--- src/rtl/pipe_rx_pkg.sv ---
package pipe_rx_pkg;
  localparam int PIPE_IDW = 3;
  localparam logic [PIPE_IDW-1:0] PIPE_NONE = 3'd7;

  typedef enum logic [1:0] {
    S_IDLE = 2'd0,
    S_PASS = 2'd1,
    S_DROP = 2'd2,
    S_ACK  = 2'd3
  } rx_state_t;
endpackage

--- src/rtl/pipe_rx_settle.sv ---
module pipe_rx_settle #(
  parameter int SETTLE_CYC = 2080
) (
  input  logic clk,
  input  logic rst_n,
  input  logic enable,
  output logic listen
);
  localparam int CW = $clog2(SETTLE_CYC + 1);

  logic [CW-1:0] cnt;

  always_ff @(posedge clk or negedge rst_n) begin
    if (!rst_n)                        cnt <= '0;
    else if (!enable)                  cnt <= '0;
    else if (cnt != CW'(SETTLE_CYC))   cnt <= cnt + CW'(1);
  end

  assign listen = enable && (cnt == CW'(SETTLE_CYC));

  // the receiver stays deaf in the cycle after enable has been low
  p_deaf_after_off_r1: assert property (@(posedge clk) disable iff (!rst_n)
    !enable |=> !listen || $rose(enable) == 1'b0 && !listen);
endmodule

--- src/rtl/pipe_rx_match.sv ---
module pipe_rx_match
  import pipe_rx_pkg::*;
#(
  parameter int NP = 6,
  parameter int AW = 40,
  parameter int WW = 6
) (
  input  logic [AW-1:0]       addr,
  input  logic                crc_ok,
  input  logic [NP-1:0]       pipe_en,
  input  logic [NP-1:0]       pipe_aa,
  input  logic [NP*AW-1:0]    pipe_addr,
  input  logic [NP*WW-1:0]    pipe_width,
  output logic                hit,
  output logic [PIPE_IDW-1:0] pipe,
  output logic [WW-1:0]       width,
  output logic                aa
);
  logic [NP-1:0] cand;
  logic [NP-1:0] grant;

  for (genvar g = 0; g < NP; g++) begin : g_cmp
    assign cand[g] = crc_ok && pipe_en[g]
                  && (pipe_width[g*WW +: WW] != '0)
                  && (pipe_addr[g*AW +: AW] == addr);
  end

  // isolate lowest set bit independently of the encoder below
  assign grant = cand & (~cand + NP'(1));

  always_comb begin
    hit   = |cand;
    pipe  = PIPE_NONE;
    width = '0;
    aa    = 1'b0;
    for (int i = NP - 1; i >= 0; i--) begin
      if (cand[i]) begin
        pipe  = PIPE_IDW'(i);
        width = pipe_width[i*WW +: WW];
        aa    = pipe_aa[i];
      end
    end
  end

  always_comb begin
    if (hit) begin
      p_lowest_wins_r3: assert (grant == (NP'(1) << pipe));
    end
  end
endmodule

--- src/rtl/pipe_rx_tagq.sv ---
module pipe_rx_tagq
  import pipe_rx_pkg::*;
#(
  parameter int SLOTS = 3
) (
  input  logic                clk,
  input  logic                rst_n,
  input  logic                push,
  input  logic [PIPE_IDW-1:0] push_pipe,
  input  logic                pop,
  output logic [PIPE_IDW-1:0] head,
  output logic                full
);
  localparam int PW = (SLOTS > 1) ? $clog2(SLOTS) : 1;
  localparam int CW = $clog2(SLOTS + 1);

  logic [PIPE_IDW-1:0] mem [SLOTS];
  logic [PW-1:0]       rd_ptr, wr_ptr;
  logic [CW-1:0]       cnt;
  logic                empty, do_push, do_pop;

  function automatic logic [PW-1:0] step(input logic [PW-1:0] p);
    return (p == PW'(SLOTS - 1)) ? '0 : p + PW'(1);
  endfunction

  assign empty   = (cnt == '0);
  assign full    = (cnt == CW'(SLOTS));
  assign do_push = push && !full;
  assign do_pop  = pop && !empty;
  assign head    = empty ? PIPE_NONE : mem[rd_ptr];

  always_ff @(posedge clk or negedge rst_n) begin
    if (!rst_n) begin
      rd_ptr <= '0;
      wr_ptr <= '0;
      cnt    <= '0;
      for (int i = 0; i < SLOTS; i++) mem[i] <= '0;
    end else begin
      if (do_push) begin
        mem[wr_ptr] <= push_pipe;
        wr_ptr      <= step(wr_ptr);
      end
      if (do_pop) rd_ptr <= step(rd_ptr);
      cnt <= cnt + CW'(do_push) - CW'(do_pop);
    end
  end

  p_no_overflow_r7: assert property (@(posedge clk) disable iff (!rst_n)
    push |-> !full);
  p_pop_empty_r6: assert property (@(posedge clk) disable iff (!rst_n)
    (pop && empty && !push) |=> (head == PIPE_NONE));
endmodule

--- src/rtl/pipe_rx_handler.sv ---
module pipe_rx_handler
  import pipe_rx_pkg::*;
#(
  parameter int NP      = 6,
  parameter int AW      = 40,
  parameter int WW      = 6,
  parameter int SLOTS   = 3,
  parameter int CLK_KHZ = 16000
) (
  input  logic                clk,
  input  logic                rst_n,
  input  logic                chip_en,
  input  logic                rx_mode,
  input  logic [NP-1:0]       cfg_pipe_en,
  input  logic [NP-1:0]       cfg_auto_ack,
  input  logic [NP*AW-1:0]    cfg_addr,
  input  logic [NP*WW-1:0]    cfg_width,
  input  logic                pk_valid,
  output logic                pk_ready,
  input  logic [7:0]          pk_data,
  input  logic                pk_last,
  input  logic [AW-1:0]       pk_addr,
  input  logic                pk_crc_ok,
  input  logic                pk_no_ack,
  output logic                fifo_wr_valid,
  input  logic                fifo_wr_ready,
  output logic [7:0]          fifo_wr_data,
  output logic                fifo_wr_last,
  output logic [PIPE_IDW-1:0] fifo_wr_pipe,
  input  logic                rx_pop,
  output logic [PIPE_IDW-1:0] rx_pipe_no,
  output logic                rx_full,
  input  logic                rx_dr_clr,
  output logic                irq,
  input  logic                tx_pending,
  output logic                ack_valid,
  input  logic                ack_ready,
  output logic [PIPE_IDW-1:0] ack_pipe,
  output logic                ack_has_pld,
  output logic                rx_active
);
  localparam int SETTLE_CYC = (130 * CLK_KHZ) / 1000;

  rx_state_t           st;
  logic                listen;
  logic                dec_hit, dec_aa;
  logic [PIPE_IDW-1:0] dec_pipe;
  logic [WW-1:0]       dec_width;
  logic [PIPE_IDW-1:0] cur_pipe;
  logic [WW-1:0]       cur_w, idx;
  logic                cur_ack;
  logic                dr_flag;
  logic                in_win, pk_hs, commit;

  pipe_rx_settle #(.SETTLE_CYC(SETTLE_CYC)) u_settle (
    .clk    (clk),
    .rst_n  (rst_n),
    .enable (chip_en && rx_mode),
    .listen (listen)
  );

  pipe_rx_match #(.NP(NP), .AW(AW), .WW(WW)) u_match (
    .addr       (pk_addr),
    .crc_ok     (pk_crc_ok),
    .pipe_en    (cfg_pipe_en),
    .pipe_aa    (cfg_auto_ack),
    .pipe_addr  (cfg_addr),
    .pipe_width (cfg_width),
    .hit        (dec_hit),
    .pipe       (dec_pipe),
    .width      (dec_width),
    .aa         (dec_aa)
  );

  pipe_rx_tagq #(.SLOTS(SLOTS)) u_tagq (
    .clk       (clk),
    .rst_n     (rst_n),
    .push      (commit),
    .push_pipe (cur_pipe),
    .pop       (rx_pop),
    .head      (rx_pipe_no),
    .full      (rx_full)
  );

  assign rx_active = listen;
  assign in_win    = (idx < cur_w);

  always_comb begin
    unique case (st)
      S_PASS:  pk_ready = in_win ? fifo_wr_ready : 1'b1;
      S_DROP:  pk_ready = 1'b1;
      default: pk_ready = 1'b0;
    endcase
  end

  assign pk_hs         = pk_valid && pk_ready;
  assign fifo_wr_valid = (st == S_PASS) && in_win && pk_valid;
  assign fifo_wr_data  = pk_data;
  assign fifo_wr_last  = pk_last || (idx == cur_w - WW'(1));
  assign fifo_wr_pipe  = cur_pipe;
  assign commit        = fifo_wr_valid && fifo_wr_ready && fifo_wr_last;
  assign ack_valid     = (st == S_ACK);
  assign irq           = dr_flag;

  always_ff @(posedge clk or negedge rst_n) begin
    if (!rst_n) begin
      st          <= S_IDLE;
      cur_pipe    <= '0;
      cur_w       <= '0;
      cur_ack     <= 1'b0;
      idx         <= '0;
      ack_pipe    <= '0;
      ack_has_pld <= 1'b0;
    end else begin
      unique case (st)
        S_IDLE: if (pk_valid) begin
          if (listen && dec_hit && !rx_full) begin
            st       <= S_PASS;
            cur_pipe <= dec_pipe;
            cur_w    <= dec_width;
            cur_ack  <= dec_aa && !pk_no_ack;
            idx      <= '0;
          end else begin
            st <= S_DROP;
          end
        end
        S_PASS: if (pk_hs) begin
          if (idx != '1) idx <= idx + WW'(1);
          if (pk_last) begin
            st          <= cur_ack ? S_ACK : S_IDLE;
            ack_pipe    <= cur_pipe;
            ack_has_pld <= tx_pending;
          end
        end
        S_DROP: if (pk_hs && pk_last) st <= S_IDLE;
        S_ACK:  if (ack_ready) st <= S_IDLE;
        default: st <= S_IDLE;
      endcase
    end
  end

  always_ff @(posedge clk or negedge rst_n) begin
    if (!rst_n)         dr_flag <= 1'b0;
    else if (commit)    dr_flag <= 1'b1;
    else if (rx_dr_clr) dr_flag <= 1'b0;
  end

  p_settle_gate_r1: assert property (@(posedge clk) disable iff (!rst_n)
    (st == S_IDLE && pk_valid && !listen) |=> (st == S_DROP));
  p_dr_set_r5: assert property (@(posedge clk) disable iff (!rst_n)
    commit |=> irq);
  p_ack_hold_r8: assert property (@(posedge clk) disable iff (!rst_n)
    (ack_valid && !ack_ready) |=> (ack_valid && $stable(ack_pipe) && $stable(ack_has_pld)));
  p_ack_blocks_r8: assert property (@(posedge clk) disable iff (!rst_n)
    ack_valid |-> !pk_ready);
  p_stall_r10: assert property (@(posedge clk) disable iff (!rst_n)
    (fifo_wr_valid && !fifo_wr_ready) |-> !pk_ready);
endmodule

--- config.mk ---
export PLATFORM = sky130hd
export DESIGN_NAME = pipe_rx_handler
export DESIGN_NICKNAME = d
export VERILOG_FILES = /design/src/rtl/pipe_rx_pkg.sv /design/src/rtl/pipe_rx_settle.sv /design/src/rtl/pipe_rx_match.sv /design/src/rtl/pipe_rx_tagq.sv /design/src/rtl/pipe_rx_handler.sv
export SDC_FILE = /design/constraint.sdc
export NUM_CORES = 1
export LEC_CHECK = 0
export ABC_AREA = 0
export BUFFER_PORTS_ARGS = -buffer_cell sky130_fd_sc_hd__clkbuf_2
export CORE_MARGIN = 2
export CORE_UTILIZATION = 30
export DETAILED_ROUTE_END_ITERATION = 16
export PLACE_DENSITY = 0.58
export SLEW_MARGIN = 20
export SYNTH_ARGS = -nofsm -noshare
export SYNTH_HDL_FRONTEND = slang
export SYNTH_SLANG_ARGS = --single-unit
--- constraint.sdc ---
create_clock -name clk -period 6.2 [get_ports clk]
set_input_delay 1.24 -clock clk [delete_from_list [all_inputs] [get_ports clk]]
set_output_delay 1.24 -clock clk [all_outputs]
set_load 0.005 [all_outputs]
==> metrics.txt <==
GRT Residual Overflow 0; Tcrit/Tclk final between 70 and 80%; Worst R2R End u_tagq.mem[0]$_DFFE_PN0P_; Pint around 790 uW; number of global-route vias before repair 7,189; Psw 478 uW; CTS buffer count 5; Crit path required time between 6 and 7 ns; worst reg2reg setup slack 3.11 ns; relative slew slack 32.1%; cells on worst reg2reg path 9; die height 153 um; CTS tree yes; CTS hold repair buffers 0; first-pass GRT wire length 46.4 mm; reg-to-reg critical path startpoint cur_w[3]$_DFFE_PN0P_; starting DRC count in detailed routing between 500 and 600; leakage between 0.004 and 0.005 uW; Finish-stage setup viols 0; post-CTS setup-driven buffer insertion count 0; Worst EP arrival 4.69 ns; pin count of the biggest net entering global routing 51; Startpoint Class input pin; Cell Pwr Density 148 nW/um^2; ranking of synthesized cells by area xor2_1 32%, dfrtp_1 19%, nor4_1 5.8%; worst vdd ir about 120 uV; clk slew on worst S/H paths 0.07 ns; H-tree depth 2; Clock Tree Root clkbuf_16; Seq pwr share 30.5%; Initial Util between 30% and 40%; commonest non-fill, non-tap cell in the layout clkbuf_2; Critical Path Source pk_addr[21]; Layout area overhead 29.4%; # IOs roughly 370; WL final 32.3 mm; hold path start ack_pipe[2]$_DFFE_PN0P_; clk buf depth 2; Tightest Pin Transition about 1 ns; #FFs+latches synth 50; Critical Path End cur_w[2]$_DFFE_PN0P_; Clk network pwr share 24.6%; Final Skew around 0.0036 ns; Synth warnings 0; PortBufs 357; CP Capture Type flip-flop; clock period minus worst slack 4.51 ns; clk_lat worst skew ~0.29 ns; routed len/inst 23.5 um; Worst Path Class, Setup in -> reg; sequential fraction of the synthesis area 18.9%; dpl hpwl 28.7 mm; Util after Layout 39.5%; CTS resizes 0; CTS sink cnt 50; Worst Path Max Fanout 17; Worst Hold Class reg -> reg; commonest cells after routing, fill and taps aside 357 x clkbuf_2, 239 x xor2_1, 61 x nor4_1, 50 x dfrtp_1, 46 x inv_1; DRT Pass-1 Iters 5; WHS Path Cells 1; sw frac roughly 38%; EDFF count, synth 0; Fmax 222 MHz; Comb pwr share 44.8%; Routed Antenna Nets 0; die area 23,300 sq um; Top FF cell, synth dfrtp_1; average size of a mapped cell 8.47 sq um; aggregate global-route resource usage 26.9%; Vias 7,027; Setup TNS Final 0 ns; Max-Cap Viols 0; cells after synthesis just under 800; post-DR vias/cell around 5.1; max-slew violation count 0; Final Net Count 1,455; Die W 153 um; largest area contributor in the netlist xor2_1; final hold violation count 0; Synth Net Count 1,148; layout cells sized above 1 37.9%; RD Place Congestion 1.05; DRC Markers 0; RSZ-0062 raised after global routing no; status complete, no violations; Distinct cells, synth 62; asr flop ratio synth 100%; core region area 21,800 sq um; Mapped Area 6640 sq um; top cell type's share of synthesized area about a third; initial antenna violation count 1; FILL cells 2,287; row count 54
power groups by stage:
stage / clock (uW) / sequential, uW / combinational [uW]
6_report: 312 / 387 / 569
3_3_place_gp: 0 / 393 / 557
4_1_cts: 321 / 387 / 565
2_1_floorplan: 0 / 378 / 328
5_1_grt: 337 / 392 / 618
3_5_place_dp: 0 / 393 / 561
per-layer routing:
metal | vias up | routed length, um | global-route usage [%]
met5 | - | 13 | 0
met4 | 2 | 632 | 5.73
met3 | 45 | 3060 | 7.34
met2 | 364 | 14000 | 41.0
met1 | 3305 | 14600 | 38.0
li1 | 3311 | - | -
kinds of logic after synthesis:
family,count (synthesis),share of synthesized area (%)
compound gates,100,10.0
fa+ha+maj,16,3.02
flops,50,18.9
simple gates,222,20.2
xor+xnor,256,34.1
buf+inv,106,8.39
mux,33,5.39
through the flow:
stage               cell area [sq um]  setup slack [ns]  instances  total power, uW  hold slack [ns]
floorplan                        6640              2.70        783              706            0.475
global placement                 8420              1.54       1363              949            0.487
global route                     8580              1.46       1371             1350            0.520
detailed placement               8420              1.48       1363              954            0.496
finish                           8580              1.69       1372             1270            0.508
CTS                              8580              1.78       1371             1270            0.511
worst max-delay path: stages:
cell	delay [ns]
clkbuf_2	0.22
xor2_1	0.22
nor4_1	0.87
nand4_1	0.30
nor4_4	0.72
or2_2	0.37
o311a_2	0.36
mux2_2	0.37
worst min path at each step:
stage                     slack, ns                   endpoint
final                          0.51    ack_pipe[2]$_DFFE_PN0P_
after global routing           0.52  u_tagq.mem[4]$_DFFE_PN0P_
after CTS                      0.51  u_tagq.mem[4]$_DFFE_PN0P_
after detailed placement       0.50  u_tagq.mem[4]$_DFFE_PN0P_
after global placement         0.49  u_tagq.mem[4]$_DFFE_PN0P_
after floorplan                0.47    u_tagq.cnt[1]$_DFF_PN0_
cell usage after synthesis, drive strengths merged (4+ instances only):
| library cell | instances |
|---|---|
| o31ai | 7 |
| dfrtp | 50 |
| mux2 | 22 |
| xnor2 | 14 |
| o21ai | 15 |
| nand2 | 26 |
| inv | 46 |
| nand3 | 26 |
| buf | 53 |
| o21bai | 7 |
| ha | 16 |
| nor2 | 24 |
| or3 | 5 |
| nand4 | 25 |
| clkbuf | 7 |
| or2 | 4 |
| and3 | 6 |
| xor2 | 242 |
| a21o | 9 |
| a21oi | 36 |
| mux2i | 11 |
| nand2b | 11 |
| nor3 | 17 |
| nor4 | 67 |
final cells by class:
cell class | count | area, sq um | area share [%]
sequential | 50 | 1250 | 14.6
timing repair buffer | 360 | 1810 | 21.1
clock inverter | 2 | 37.5 | 0.437
inverter | 46 | 173 | 2.01
multi-input combinational | 627 | 4830 | 56.3
tap | 280 | 350 | 4.08
clock buffer | 6 | 129 | 1.50
antenna | 1 | 2.50 | 0.0292
registers in the layout (all words and copies together) (netlist names):
signal         count
ack_pipe           3
u_settle.cnt      12
u_tagq.mem         9
u_tagq.cnt         2
ack_has_pld        1
fifo_wr_pipe       3
u_tagq.wr_ptr      2
irq                1
u_tagq.rd_ptr      2
st                 2
cur_ack            1
idx                6
cur_w              6
Note: power is estimated with default switching activity, not from simulation.
